===== src/rtl/irq_pkg.sv =====
package irq_pkg;
  localparam int REG_ADDR_W = 2;
  localparam int VEC_W      = 24;

  localparam logic [REG_ADDR_W-1:0] ADDR_FLAG = 2'd0;
  localparam logic [REG_ADDR_W-1:0] ADDR_EN   = 2'd1;
  localparam logic [REG_ADDR_W-1:0] ADDR_PRI  = 2'd2;
  localparam logic [REG_ADDR_W-1:0] ADDR_CTRL = 2'd3;

  localparam logic [VEC_W-1:0] VEC_HI = 24'h000008;
  localparam logic [VEC_W-1:0] VEC_LO = 24'h000018;

  typedef struct packed {
    logic takeHi;
    logic takeLo;
    logic takeLeg;
    logic retHi;
    logic retLo;
    logic retLeg;
  } irq_strobe_t;
endpackage


===== src/rtl/irq_regs.sv =====
module irq_regs
  import irq_pkg::*;
#(
  parameter int N = 8
) (
  input  logic                  clk,
  input  logic                  rstN,
  input  logic [N-1:0]          evt,
  input  logic                  wrEn,
  input  logic [REG_ADDR_W-1:0] wrAddr,
  input  logic [N-1:0]          wrData,
  input  logic [REG_ADDR_W-1:0] rdAddr,
  input  irq_strobe_t           strobe,
  output logic [N-1:0]          flags,
  output logic [N-1:0]          enables,
  output logic [N-1:0]          prios,
  output logic                  prioMode,
  output logic                  gieHi,
  output logic                  gieLo,
  output logic [N-1:0]          rdData
);
  localparam int PAD_W = N - 3;

  logic [N-1:0] syncA, syncB;
  logic wrFlag, wrEnReg, wrPri, wrCtrl;
  logic gieHiNext, gieLoNext;

  assign wrFlag  = wrEn && (wrAddr == ADDR_FLAG);
  assign wrEnReg = wrEn && (wrAddr == ADDR_EN);
  assign wrPri   = wrEn && (wrAddr == ADDR_PRI);
  assign wrCtrl  = wrEn && (wrAddr == ADDR_CTRL);

  always_comb begin
    gieHiNext = wrCtrl ? wrData[0] : gieHi;
    if (strobe.retHi || strobe.retLeg)   gieHiNext = 1'b1;
    if (strobe.takeHi || strobe.takeLeg) gieHiNext = 1'b0;
    gieLoNext = wrCtrl ? wrData[1] : gieLo;
    if (strobe.retLo)  gieLoNext = 1'b1;
    if (strobe.takeLo) gieLoNext = 1'b0;
  end

  always_ff @(posedge clk) begin
    if (!rstN) begin
      syncA    <= '0;
      syncB    <= '0;
      flags    <= '0;
      enables  <= '0;
      prios    <= '0;
      prioMode <= 1'b0;
      gieHi    <= 1'b0;
      gieLo    <= 1'b0;
    end else begin
      syncA    <= evt;
      syncB    <= syncA;
      flags    <= (wrFlag ? wrData : flags) | syncB;
      if (wrEnReg) enables <= wrData;
      if (wrPri)   prios   <= wrData;
      if (wrCtrl)  prioMode <= wrData[2];
      gieHi    <= gieHiNext;
      gieLo    <= gieLoNext;
    end
  end

  always_comb begin
    unique case (rdAddr)
      ADDR_FLAG: rdData = flags;
      ADDR_EN:   rdData = enables;
      ADDR_PRI:  rdData = prios;
      default:   rdData = {{PAD_W{1'b0}}, prioMode, gieLo, gieHi};
    endcase
  end
endmodule


===== src/rtl/irq_ctrl.sv =====
module irq_ctrl
  import irq_pkg::*;
#(
  parameter int N      = 8,
  parameter int CORE_N = 4
) (
  input  logic             clk,
  input  logic             rstN,
  input  logic [N-1:0]     flags,
  input  logic [N-1:0]     enables,
  input  logic [N-1:0]     prios,
  input  logic             prioMode,
  input  logic             gieHi,
  input  logic             gieLo,
  input  logic             retPulse,
  output irq_strobe_t      strobe,
  output logic             irqReq,
  output logic [VEC_W-1:0] vector,
  output logic             wake,
  output logic             hiActive,
  output logic             loActive
);
  localparam logic [N-1:0] CORE_MASK = {N{1'b1}} >> (N - CORE_N);
  localparam logic [N-1:0] PIN0_MASK = {{(N-1){1'b0}}, 1'b1};

  logic [N-1:0] active, hiEff;
  logic hiPend, loPend, legPend;

  assign active  = flags & enables;
  assign hiEff   = prios | PIN0_MASK;
  assign hiPend  = prioMode && gieHi && (|(active & hiEff));
  assign loPend  = prioMode && gieLo && !hiActive && (|(active & ~hiEff));
  assign legPend = !prioMode && gieHi && (|(active & (CORE_MASK | {N{gieLo}})));
  assign wake    = |active;

  always_comb begin
    strobe.takeHi  = hiPend && !retPulse;
    strobe.takeLo  = loPend && !hiPend && !retPulse;
    strobe.takeLeg = legPend && !retPulse;
    strobe.retHi   = retPulse && prioMode && hiActive;
    strobe.retLo   = retPulse && prioMode && !hiActive && loActive;
    strobe.retLeg  = retPulse && !prioMode;
  end

  always_ff @(posedge clk) begin
    if (!rstN) begin
      irqReq   <= 1'b0;
      vector   <= '0;
      hiActive <= 1'b0;
      loActive <= 1'b0;
    end else begin
      irqReq <= strobe.takeHi || strobe.takeLo || strobe.takeLeg;
      if (strobe.takeLo)                        vector <= VEC_LO;
      else if (strobe.takeHi || strobe.takeLeg) vector <= VEC_HI;
      if (strobe.retHi || strobe.retLeg) hiActive <= 1'b0;
      if (strobe.takeHi || strobe.takeLeg) hiActive <= 1'b1;
      if (strobe.retLo || strobe.retLeg) loActive <= 1'b0;
      if (strobe.takeLo) loActive <= 1'b1;
    end
  end
endmodule


===== src/rtl/irq_prio_ctrl.sv =====
module irq_prio_ctrl
  import irq_pkg::*;
#(
  parameter int N      = 8,
  parameter int CORE_N = 4
) (
  input  logic                  clk,
  input  logic                  rstN,
  input  logic [N-1:0]          evt,
  input  logic                  wrEn,
  input  logic [REG_ADDR_W-1:0] wrAddr,
  input  logic [N-1:0]          wrData,
  input  logic [REG_ADDR_W-1:0] rdAddr,
  output logic [N-1:0]          rdData,
  input  logic                  retPulse,
  output logic                  irqReq,
  output logic [VEC_W-1:0]      vector,
  output logic                  wake
);
  irq_strobe_t strobe;
  logic [N-1:0] flags, enables, prios;
  logic prioMode, gieHi, gieLo, hiActive, loActive;

  irq_regs #(.N(N)) u_regs (
    .clk(clk), .rstN(rstN), .evt(evt), .wrEn(wrEn), .wrAddr(wrAddr),
    .wrData(wrData), .rdAddr(rdAddr), .strobe(strobe), .flags(flags),
    .enables(enables), .prios(prios), .prioMode(prioMode), .gieHi(gieHi),
    .gieLo(gieLo), .rdData(rdData)
  );

  irq_ctrl #(.N(N), .CORE_N(CORE_N)) u_ctrl (
    .clk(clk), .rstN(rstN), .flags(flags), .enables(enables), .prios(prios),
    .prioMode(prioMode), .gieHi(gieHi), .gieLo(gieLo), .retPulse(retPulse),
    .strobe(strobe), .irqReq(irqReq), .vector(vector), .wake(wake),
    .hiActive(hiActive), .loActive(loActive)
  );
endmodule


===== config.mk =====
export PLATFORM = sky130hd
export DESIGN_NAME = irq_prio_ctrl
export DESIGN_NICKNAME = d
export VERILOG_FILES = /design/src/rtl/irq_pkg.sv /design/src/rtl/irq_regs.sv /design/src/rtl/irq_ctrl.sv /design/src/rtl/irq_prio_ctrl.sv
export SDC_FILE = /design/constraint.sdc
export NUM_CORES = 1
export LEC_CHECK = 0
export BUFFER_PORTS_ARGS = -buffer_cell sky130_fd_sc_hd__buf_2
export CORE_MARGIN = 2
export CORE_UTILIZATION = 40
export CTS_BUF_LIST = sky130_fd_sc_hd__clkbuf_16
export DETAILED_ROUTE_END_ITERATION = 6
export HOLD_SLACK_MARGIN = 0.1
export PLACE_DENSITY = 0.61
export SKIP_LAST_GASP = 1
export SLEW_MARGIN = 20
export SYNTH_ARGS = -nofsm -noshare
export SYNTH_HDL_FRONTEND = slang
export SYNTH_SLANG_ARGS = --single-unit

===== constraint.sdc =====
create_clock -name clk -period 3 [get_ports clk]
set_input_delay 0.45 -clock clk [delete_from_list [all_inputs] [get_ports clk]]
set_output_delay 0.45 -clock clk [all_outputs]
set_load 0.01 [all_outputs]

==> impl_results.html, run 1 <==
<table>
<tr><th>Metric</th><th>Value</th></tr>
<tr><th colspan="2">Run status</th></tr>
<tr><td>Result of the run</td><td>finished, final reports clean</td></tr>
<tr><th colspan="2">Finish</th></tr>
<tr><td>Filler Cell Count</td><td>515</td></tr>
<tr><td>Utilization after layout</td><td>48.1%</td></tr>
<tr><td>Area added between synthesis and finish</td><td>15.2%</td></tr>
<tr><td>Number of diodes</td><td>0</td></tr>
<tr><td>Final #Nets</td><td>288</td></tr>
<tr><td>Top library cells by usage in the layout, fill and taps aside</td><td>sky130_fd_sc_hd__dfxtp_1, sky130_fd_sc_hd__buf_2, sky130_fd_sc_hd__nor2_1</td></tr>
<tr><td>Layout Cells excl Fill</td><td>335</td></tr>
<tr><td>Post-route standard cell area excluding fillers</td><td>0.00247 mm^2</td></tr>
<tr><td>Layout cell share with drive strength beyond 1</td><td>20.0%</td></tr>
<tr><td>Commonest non-fill, non-tap cell in the layout</td><td>sky130_fd_sc_hd__dfxtp_1</td></tr>
<tr><th colspan="2">Logic synthesis</th></tr>
<tr><td>Post-synthesis instance area</td><td>0.00215 mm^2</td></tr>
<tr><td>Number of synthesized register bits</td><td>48</td></tr>
<tr><td>Ys Warns</td><td>0</td></tr>
<tr><td>Fraction of the yosys area taken by sequential cells</td><td>44.8%</td></tr>
<tr><td>Post-synthesis instance total</td><td>230</td></tr>
<tr><td>Distinct cells, synth</td><td>35</td></tr>
<tr><td>Avg Cell Area, Syn</td><td>9.33 um^2</td></tr>
<tr><th colspan="2">Min path</th></tr>
<tr><td>Worst hold start</td><td>evt[4]</td></tr>
<tr><td>Type of the tightest min-delay check</td><td>in -&gt; reg</td></tr>
<tr><td>WHS Endpoint</td><td>u_regs.syncA[4]$_SDFF_PN0_</td></tr>
<tr><td>Worst Hold Depth</td><td>2</td></tr>
<tr><th colspan="2">Placed design</th></tr>
<tr><td>Detail Placement HPWL</td><td>3240 um</td></tr>
<tr><td>Final weighted congestion in routability-driven placement</td><td>0.843</td></tr>
<tr><td>Setup Slack @ Placement</td><td>1.17 ns</td></tr>
<tr><td>Placement-stage cell area</td><td>0.00230 mm^2</td></tr>
<tr><td>DP Cell Count</td><td>327</td></tr>
<tr><td>Port Buf Inserts</td><td>35</td></tr>
<tr><th colspan="2">Die</th></tr>
<tr><td>Area of the die</td><td>0.00597 mm^2</td></tr>
<tr><td>Starting Density</td><td>41.7%</td></tr>
<tr><td>Number of primary I/O pins</td><td>58</td></tr>
<tr><td>Placeable Area</td><td>0.00514 mm^2</td></tr>
<tr><td>Cell row count</td><td>26</td></tr>
<tr><td>Die height</td><td>77.2 um</td></tr>
<tr><td>Horizontal die dimension</td><td>77.2 um</td></tr>
<tr><th colspan="2">Global route</th></tr>
<tr><td>Total grt overflow</td><td>0</td></tr>
<tr><td>Global-route wire length before repair</td><td>7170 um</td></tr>
<tr><td>Antenna violations before repair</td><td>0</td></tr>
<tr><td>Number of global-route vias before repair</td><td>1422</td></tr>
<tr><td>Maximum number of pins on one net before global-route repair</td><td>25</td></tr>
<tr><td>Tot GR Track Use</td><td>15.5%</td></tr>
<tr><th colspan="2">Clocking</th></tr>
<tr><td>Maximum clock path buffer count</td><td>2</td></tr>
<tr><td>Clock transition time at the flip-flop clock pins of the worst setup and hold paths</td><td>0.06 ns</td></tr>
<tr><td>Skew-Pair Late Insertion Delay</td><td>0.28 ns</td></tr>
<tr><td>Clock root buffer</td><td>sky130_fd_sc_hd__clkbuf_16</td></tr>
<tr><td>Number of gates resized after CTS</td><td>0</td></tr>
<tr><td>Num Clock Sinks</td><td>48</td></tr>
<tr><td>TritonCTS clock tree</td><td>built</td></tr>
<tr><td>Number of H-tree branching levels</td><td>2</td></tr>
<tr><td>CTS hold repair buffers</td><td>0</td></tr>
<tr><td>Number of clock buffers inserted by TritonCTS</td><td>5</td></tr>
<tr><td>Post-CTS setup repair buffer count</td><td>0</td></tr>
<tr><th colspan="2">STA</th></tr>
<tr><td>Sum Neg Setup Slack</td><td>0 ns</td></tr>
<tr><td>Number of failing setup endpoints in the final timing report</td><td>0</td></tr>
<tr><td>PnR worst setup slack</td><td>1.19 ns</td></tr>
<tr><td>Max-slew violation total from the final report</td><td>0</td></tr>
<tr><td>Maximum frequency from static timing analysis</td><td>0.552 GHz</td></tr>
<tr><td>Minimum period implied by the final worst setup slack</td><td>1.81 ns</td></tr>
<tr><td>Worst slew margin</td><td>57.5%</td></tr>
<tr><td>Number of failing hold endpoints at the final stage</td><td>0</td></tr>
<tr><td>Ratio of final minimum period to clock period</td><td>60.4%</td></tr>
<tr><td>Unrepaired setup endpoints after global routing</td><td>false</td></tr>
<tr><td>Transition time at the pin with the least slew margin</td><td>0.635 ns</td></tr>
<tr><td>Final worst clock skew</td><td>0.00595 ns</td></tr>
<tr><th colspan="2">Setup path</th></tr>
<tr><td>Worst r2r path cells</td><td>5</td></tr>
<tr><td>Critical path startpoint category</td><td>primary input</td></tr>
<tr><td>R2r startpoint</td><td>u_regs.enables[4]$_SDFFE_PN0P_</td></tr>
<tr><td>WP data arrival</td><td>1.36 ns</td></tr>
<tr><td>Required time at the worst-slack endpoint</td><td>2.55 ns</td></tr>
<tr><td>Nature of the critical path endpoint</td><td>output pin</td></tr>
<tr><td>Maximum fanout along the worst path</td><td>9</td></tr>
<tr><td>Register-to-register path setup slack</td><td>1.36 ns</td></tr>
<tr><td>Worst reg2reg path endpoint</td><td>u_ctrl.vector[3]$_SDFFE_PN0P_</td></tr>
<tr><td>Startpoint-to-endpoint class of the critical path</td><td>in -&gt; out</td></tr>
<tr><th colspan="2">Route</th></tr>
<tr><td>Wire length after detailed routing</td><td>4380 um</td></tr>
<tr><td>Number of DRC markers in iteration 0</td><td>83</td></tr>
<tr><td>First-pass DRT Iterations</td><td>4</td></tr>
<tr><td>Final routed DRC violation total</td><td>0</td></tr>
<tr><td>Count of vias placed by the detailed router</td><td>1601</td></tr>
<tr><td>DRT antenna net count</td><td>0</td></tr>
<tr><td>Number of vias per cell after detailed routing</td><td>4.78</td></tr>
<tr><td>Wire per inst</td><td>13.1 um</td></tr>
<tr><th colspan="2">Pwr</th></tr>
<tr><td>Ratio of total power to cell area</td><td>584 mW/mm^2</td></tr>
<tr><td>Peak supply drop</td><td>0.411 mV</td></tr>
<tr><td>P_leak</td><td>0.00119 uW</td></tr>
<tr><th colspan="2">Flow run</th></tr>
<tr><td>Max_cap viols</td><td>0</td></tr>
</table>
==> metal layers <==
metal / global-route usage, % / up-vias / wire length, um
met1: 20.5 / 727 / 1950
met2: 24.9 / 54 / 2120
met4: 3.75 / 0 / 15
met5: 0 / - / 0
li1: - / 818 / -
met3: 4.35 / 2 / 297
==> worst max-delay path: stages <==
cell and delay [ns]:
sky130_fd_sc_hd__buf_2 0.21, sky130_fd_sc_hd__mux4_2 0.54, sky130_fd_sc_hd__buf_2 0.16
==> Yosys cell counts <==
master | n | area (um^2)
sky130_fd_sc_hd__dfxtp_1 | 48 | 961
sky130_fd_sc_hd__a31oi_1 | 1 | 6.26
sky130_fd_sc_hd__buf_2 | 3 | 15.0
sky130_fd_sc_hd__o21ai_0 | 6 | 30.0
sky130_fd_sc_hd__nand2_1 | 15 | 56.3
sky130_fd_sc_hd__nor3b_2 | 1 | 12.5
sky130_fd_sc_hd__o31a_1 | 1 | 8.76
sky130_fd_sc_hd__nor3_1 | 1 | 5.00
sky130_fd_sc_hd__o31ai_1 | 1 | 7.51
sky130_fd_sc_hd__buf_4 | 22 | 165
sky130_fd_sc_hd__mux2i_1 | 23 | 230
sky130_fd_sc_hd__or4_1 | 1 | 7.51
sky130_fd_sc_hd__a21oi_1 | 3 | 15.0
sky130_fd_sc_hd__a41oi_1 | 1 | 8.76
sky130_fd_sc_hd__or2_2 | 1 | 6.26
sky130_fd_sc_hd__o2bb2ai_1 | 1 | 8.76
sky130_fd_sc_hd__a211oi_1 | 8 | 60.1
sky130_fd_sc_hd__nand4_1 | 4 | 25.0
sky130_fd_sc_hd__mux4_2 | 3 | 67.6
sky130_fd_sc_hd__nand3b_1 | 2 | 15.0
sky130_fd_sc_hd__o21a_1 | 2 | 15.0
sky130_fd_sc_hd__and2_1 | 16 | 100
sky130_fd_sc_hd__and4_4 | 1 | 11.3
sky130_fd_sc_hd__nor2b_1 | 11 | 68.8
sky130_fd_sc_hd__a21boi_0 | 1 | 7.51
sky130_fd_sc_hd__o211a_1 | 1 | 10.0
sky130_fd_sc_hd__nand2_2 | 2 | 12.5
sky130_fd_sc_hd__nor2_1 | 28 | 105
sky130_fd_sc_hd__o22ai_1 | 3 | 18.8
sky130_fd_sc_hd__conb_1 | 1 | 3.75
sky130_fd_sc_hd__o211ai_1 | 1 | 7.51
sky130_fd_sc_hd__clkbuf_1 | 6 | 22.5
sky130_fd_sc_hd__nand3_1 | 8 | 40.0
sky130_fd_sc_hd__inv_1 | 2 | 7.51
sky130_fd_sc_hd__clkinv_1 | 1 | 3.75
==> power breakdown <==
group          internal [uW]  total, uW  switching (uW)
registers                665        686            20.6
clock network            396        629             233
logic                   56.0        129            72.6
total                   1120       1440             326
==> how the worst max path moves through the flow <==
stage	start	endpoint	cells past startpoint	slack, ns
global route	rdAddr[1]	rdData[4]	5	1.13
floorplan	rdAddr[1]	rdData[0]	2	1.25
detailed placement	rdAddr[1]	rdData[2]	3	1.17
CTS	rdAddr[1]	rdData[2]	3	1.17
finish	rdAddr[1]	rdData[2]	3	1.19
global placement	rdAddr[1]	rdData[2]	3	1.18
==> flip-flops by register name, indices dropped and copies added (netlist names), 2 cells and up <==
register        count
u_regs.syncA        8
u_regs.enables      8
u_regs.flags        8
u_ctrl.vector       2
u_regs.prios        8
u_regs.syncB        8
==> cell type report <==
class	instances	area [um^2]	share of cell area, %
Multi-Input combinational cell	169	1050	42.5
Sequential cell	48	961	38.9
Clock buffer	5	125	5.06
Tap cell	70	87.6	3.54
Inverter	3	11.3	0.456
Clock inverter	3	46.3	1.87
Timing Repair Buffer	37	190	7.70
==> kinds of logic (layout without fill, tap and decap cells) <==
group / Yosys count / after routing / synth area share [%]
simple gates: 91 / 91 / 21.7
flops: 48 / 48 / 44.8
buf+inv: 34 / 48 / 9.97
compound gates: 30 / 30 / 9.51
other cells: 1 / 22 / 0.175
mux: 26 / 26 / 13.9
==> per-stage QoR <==
stage / hold WS [ns] / power (uW)
floorplan: 0.412 / 803
global placement: 0.414 / 826
detailed placement: 0.418 / 829
CTS: 0.360 / 1460
global route: 0.355 / 1510
finish: 0.368 / 1440
(Power assumes the default switching activity.)
==> inputs of run 2 (changes only) <==
==> constraint.sdc (replaced) <==
create_clock -name clk -period 1.9 [get_ports clk]
set_input_delay 0.285 -clock clk [delete_from_list [all_inputs] [get_ports clk]]
set_output_delay 0.285 -clock clk [all_outputs]
set_load 0.01 [all_outputs]
==> run 2 against run 1 <==
Net effect: combinational power up 61%; routed wire length up 1.6%; sequential cell count unchanged; worst setup slack worse by 0.94 ns; hold slack worse by 0.16 ns; count of clock-buffer cells in the layout unchanged; sequential power up 57%; clock power up 73%; cell count up 0.60%; die area unchanged; core utilization up 0.71 points; sequential share of layout area down 0.56 points; critical endpoint is now u_ctrl.vector[3]$_SDFFE_PN0P_; largest cell class unchanged.
==> impl_results.html, run 2 (synthesis gave the netlist of run 1 again) <==
<table>
<tr><th>Metric</th><th>Value</th></tr>
<tr><th colspan="2">STA</th></tr>
<tr><td>Number of failing setup endpoints in the final timing report</td><td>0 (unchanged)</td></tr>
<tr><td>Max-slew violation total from the final report</td><td>0 (unchanged)</td></tr>
<tr><td>Maximum frequency from static timing analysis</td><td>0.607 GHz</td></tr>
<tr><td>Worst slew margin</td><td>67.0% (+9.5 points)</td></tr>
<tr><td>Ratio of final minimum period to clock period</td><td>86.8%</td></tr>
<tr><td>Unrepaired setup endpoints after global routing</td><td>false</td></tr>
<tr><td>Final worst clock skew</td><td>0.00316 ns (-0.00279 ns)</td></tr>
<tr><td>Minimum period implied by the final worst setup slack</td><td>1.65 ns</td></tr>
<tr><td>Transition time at the pin with the least slew margin</td><td>0.492 ns (-0.144 ns)</td></tr>
<tr><td>Sum Neg Setup Slack</td><td>0 ns (unchanged)</td></tr>
<tr><td>Hold_ws</td><td>0.205 ns (-0.163 ns)</td></tr>
<tr><td>Number of failing hold endpoints at the final stage</td><td>0 (unchanged)</td></tr>
<tr><th colspan="2">Setup path</th></tr>
<tr><td>Required time at the worst-slack endpoint</td><td>2.07 ns (-0.48 ns)</td></tr>
<tr><td>Nature of the critical path endpoint</td><td>flop</td></tr>
<tr><td>WP data arrival</td><td>1.82 ns (+0.46 ns)</td></tr>
<tr><td>Startpoint-to-endpoint class of the critical path</td><td>reg -&gt; reg</td></tr>
<tr><td>Register-to-register path setup slack</td><td>0.25 ns (-1.11 ns)</td></tr>
<tr><td>Category of cells accounting for the largest share of critical-path delay</td><td>simple AND/OR/NAND/NOR gates</td></tr>
<tr><td>Worst r2r path cells</td><td>5 (unchanged)</td></tr>
<tr><td>Highest cell delay on the worst timing path</td><td>0.55 ns (about the same)</td></tr>
<tr><td>Critical path startpoint category</td><td>flop</td></tr>
<tr><td>Slowest stage cell, crit path</td><td>sky130_fd_sc_hd__or4_1</td></tr>
<tr><td>Total stage count of the critical path</td><td>5 (+2)</td></tr>
<tr><td>Cell chain of the critical path</td><td>nand2_2, o22ai_1, or4_1, and4_4, o31a_1</td></tr>
<tr><td>Maximum fanout along the worst path</td><td>5 (-4)</td></tr>
<tr><td>Worst path buffer plus inverter count</td><td>0 (-2)</td></tr>
<tr><th colspan="2">Min path</th></tr>
<tr><td>Worst Hold Depth</td><td>2 (unchanged)</td></tr>
<tr><td>Type of the tightest min-delay check</td><td>in -&gt; reg</td></tr>
<tr><th colspan="2">Route</th></tr>
<tr><td>Number of vias per cell after detailed routing</td><td>4.80 (+0.52%)</td></tr>
<tr><td>DRT antenna net count</td><td>0 (unchanged)</td></tr>
<tr><td>Number of DRC markers in iteration 0</td><td>55 (-34%)</td></tr>
<tr><td>First-pass DRT Iterations</td><td>4 (unchanged)</td></tr>
<tr><td>Final routed DRC violation total</td><td>0 (unchanged)</td></tr>
<tr><td>Wire per inst</td><td>13.2 um (+1.0%)</td></tr>
<tr><td>Wire length after detailed routing</td><td>4450 um (+1.6%)</td></tr>
<tr><td>Count of vias placed by the detailed router</td><td>1619 (+1.1%)</td></tr>
<tr><th colspan="2">Clocking</th></tr>
<tr><td>Number of H-tree branching levels</td><td>2 (unchanged)</td></tr>
<tr><td>Num Clock Sinks</td><td>48 (unchanged)</td></tr>
<tr><td>Maximum clock path buffer count</td><td>2 (unchanged)</td></tr>
<tr><td>Number of clock buffers inserted by TritonCTS</td><td>5 (unchanged)</td></tr>
<tr><td>CTS hold repair buffers</td><td>0 (unchanged)</td></tr>
<tr><td>Clock root buffer</td><td>sky130_fd_sc_hd__clkbuf_16</td></tr>
<tr><td>Clock transition time at the flip-flop clock pins of the worst setup and hold paths</td><td>0.06 ns (about the same)</td></tr>
<tr><td>TritonCTS clock tree</td><td>built</td></tr>
<tr><td>Skew-Pair Late Insertion Delay</td><td>0.28 ns (about the same)</td></tr>
<tr><td>Post-CTS setup repair buffer count</td><td>0 (unchanged)</td></tr>
<tr><td>Number of gates resized after CTS</td><td>0 (unchanged)</td></tr>
<tr><th colspan="2">Die</th></tr>
<tr><td>Number of primary I/O pins</td><td>58 (unchanged)</td></tr>
<tr><td>Die height</td><td>77.2 um (unchanged)</td></tr>
<tr><td>Horizontal die dimension</td><td>77.2 um (unchanged)</td></tr>
<tr><td>Placeable Area</td><td>0.00514 mm^2 (unchanged)</td></tr>
<tr><td>Cell row count</td><td>26 (unchanged)</td></tr>
<tr><td>Area of the die</td><td>0.00597 mm^2 (unchanged)</td></tr>
<tr><td>Starting Density</td><td>41.7% (unchanged)</td></tr>
<tr><th colspan="2">Pwr</th></tr>
<tr><td>Total Power Consumption</td><td>2380 uW (+65%)</td></tr>
<tr><td>Switching share of power</td><td>20.8% (-1.8 points)</td></tr>
<tr><td>Clock network fraction of design power</td><td>45.9% (+2.3 points)</td></tr>
<tr><td>Part of the power in registers</td><td>45.4% (-2.1 points)</td></tr>
<tr><td>Peak supply drop</td><td>0.714 mV (+74%)</td></tr>
<tr><td>Ratio of total power to cell area</td><td>951 mW/mm^2 (+63%)</td></tr>
<tr><td>P_leak</td><td>0.00121 uW (+1.9%)</td></tr>
<tr><td>Combinational Power Share</td><td>8.7% (-0.2 points)</td></tr>
<tr><td>Internal Pwr Total</td><td>1890 uW (+69%)</td></tr>
<tr><td>Switch Pwr</td><td>496 uW (+52%)</td></tr>
<tr><th colspan="2">Global route</th></tr>
<tr><td>Number of global-route vias before repair</td><td>1502 (+5.6%)</td></tr>
<tr><td>Met3 Track Usage GR</td><td>3.41% (-0.94 points)</td></tr>
<tr><td>Maximum number of pins on one net before global-route repair</td><td>24 (-4.0%)</td></tr>
<tr><td>Global-route wire length before repair</td><td>7220 um (+0.77%)</td></tr>
<tr><td>Tot GR Track Use</td><td>15.4% (-0.044 points)</td></tr>
<tr><td>M1 GR Usage</td><td>21.4% (+0.95 points)</td></tr>
<tr><td>Total grt overflow</td><td>0 (unchanged)</td></tr>
<tr><td>Antenna violations before repair</td><td>0 (unchanged)</td></tr>
<tr><td>Busiest layer in global routing</td><td>met2</td></tr>
<tr><td>Met2 usage</td><td>23.2% (-1.7 points)</td></tr>
<tr><th colspan="2">Finish</th></tr>
<tr><td>Layout cell share with drive strength beyond 1</td><td>20.6% (+0.60 points)</td></tr>
<tr><td>Area added between synthesis and finish</td><td>16.9%</td></tr>
<tr><td>Final #Nets</td><td>291 (+1.0%)</td></tr>
<tr><td>Top library cells by usage in the layout, fill and taps aside</td><td>sky130_fd_sc_hd__dfxtp_1, sky130_fd_sc_hd__buf_2, sky130_fd_sc_hd__nor2_1</td></tr>
<tr><td>Commonest non-fill, non-tap cell in the layout</td><td>sky130_fd_sc_hd__dfxtp_1</td></tr>
<tr><td>Filler Cell Count</td><td>507 (-1.6%)</td></tr>
<tr><td>Post-route standard cell area excluding fillers</td><td>0.00251 mm^2 (+1.5%)</td></tr>
<tr><td>Number of diodes</td><td>0 (unchanged)</td></tr>
<tr><th colspan="2">Flow run</th></tr>
<tr><td>Max_cap viols</td><td>0 (unchanged)</td></tr>
<tr><th colspan="2">Placed design</th></tr>
<tr><td>Detail Placement HPWL</td><td>3220 um (-0.60%)</td></tr>
<tr><td>Port Buf Inserts</td><td>35 (unchanged)</td></tr>
<tr><td>Placement-stage cell area</td><td>0.00232 mm^2 (+0.98%)</td></tr>
<tr><td>Final weighted congestion in routability-driven placement</td><td>0.856 (+1.6%)</td></tr>
<tr><th colspan="2">Run status</th></tr>
<tr><td>Result of the run</td><td>finished, final reports clean</td></tr>
</table>
-- run 2: stage by stage --
| stage | instances | utilization, % | setup slack, ns |
|---|---|---|---|
| floorplan | 251 | - | 0.394 |
| global placement | 330 | 45.2 | 0.310 |
| detailed placement | 330 | 45.2 | 0.285 |
| CTS | 337 | 48.8 | 0.258 |
| global route | 337 | 48.8 | 0.187 |
| finish | 337 | 48.8 | 0.251 |
-- run 2: layout make-up --
type | instances | area, um^2 | area share (%)
Timing Repair Buffer | 40 | 213 | 8.48
Clock inverter | 2 | 60.1 | 2.40
Sequential cell | 48 | 961 | 38.3
Tap cell | 70 | 87.6 | 3.49
Multi-Input combinational cell | 169 | 1050 | 41.9
Clock buffer | 5 | 125 | 4.99
Inverter | 3 | 11.3 | 0.449
-- run 2: path summary, 6_finish.rpt --
path,startpoint,end
min reg2reg,u_regs.syncA[0]$_SDFF_PN0_,u_regs.syncB[0]$_SDFF_PN0_
max,u_regs.flags[4]$_SDFF_PN0_,u_ctrl.vector[3]$_SDFFE_PN0P_
max reg2reg,u_regs.flags[4]$_SDFF_PN0_,u_ctrl.vector[3]$_SDFFE_PN0P_
min,evt[6],u_regs.syncA[6]$_SDFF_PN0_
-- run 2: worst reg2reg max path: cells and delay by family (launching register included) --
family             cells  cell delay, ns
and+or+nand+nor        3            0.86
DFF                    1            0.34
AOI/OAI and AO/OA      2            0.34
-- run 2: power by group through the flow --
stage	Sequential, uW	Clock, uW	Combinational [uW]
2_1_floorplan	1090	0	173
4_1_cts	1080	1120	209
5_1_grt	1090	1150	232
6_report	1080	1090	208
3_5_place_dp	1100	0	208
3_3_place_gp	1100	0	206
-- run 2: metal layers --
| metal | part of all wire [%] | up-vias |
|---|---|---|
| li1 | - | 818 |
| met1 | 49 | 741 |
| met2 | 44 | 52 |
| met3 | 5.3 | 8 |
| met4 | 2.0 | 0 |
| met5 | 0 | - |
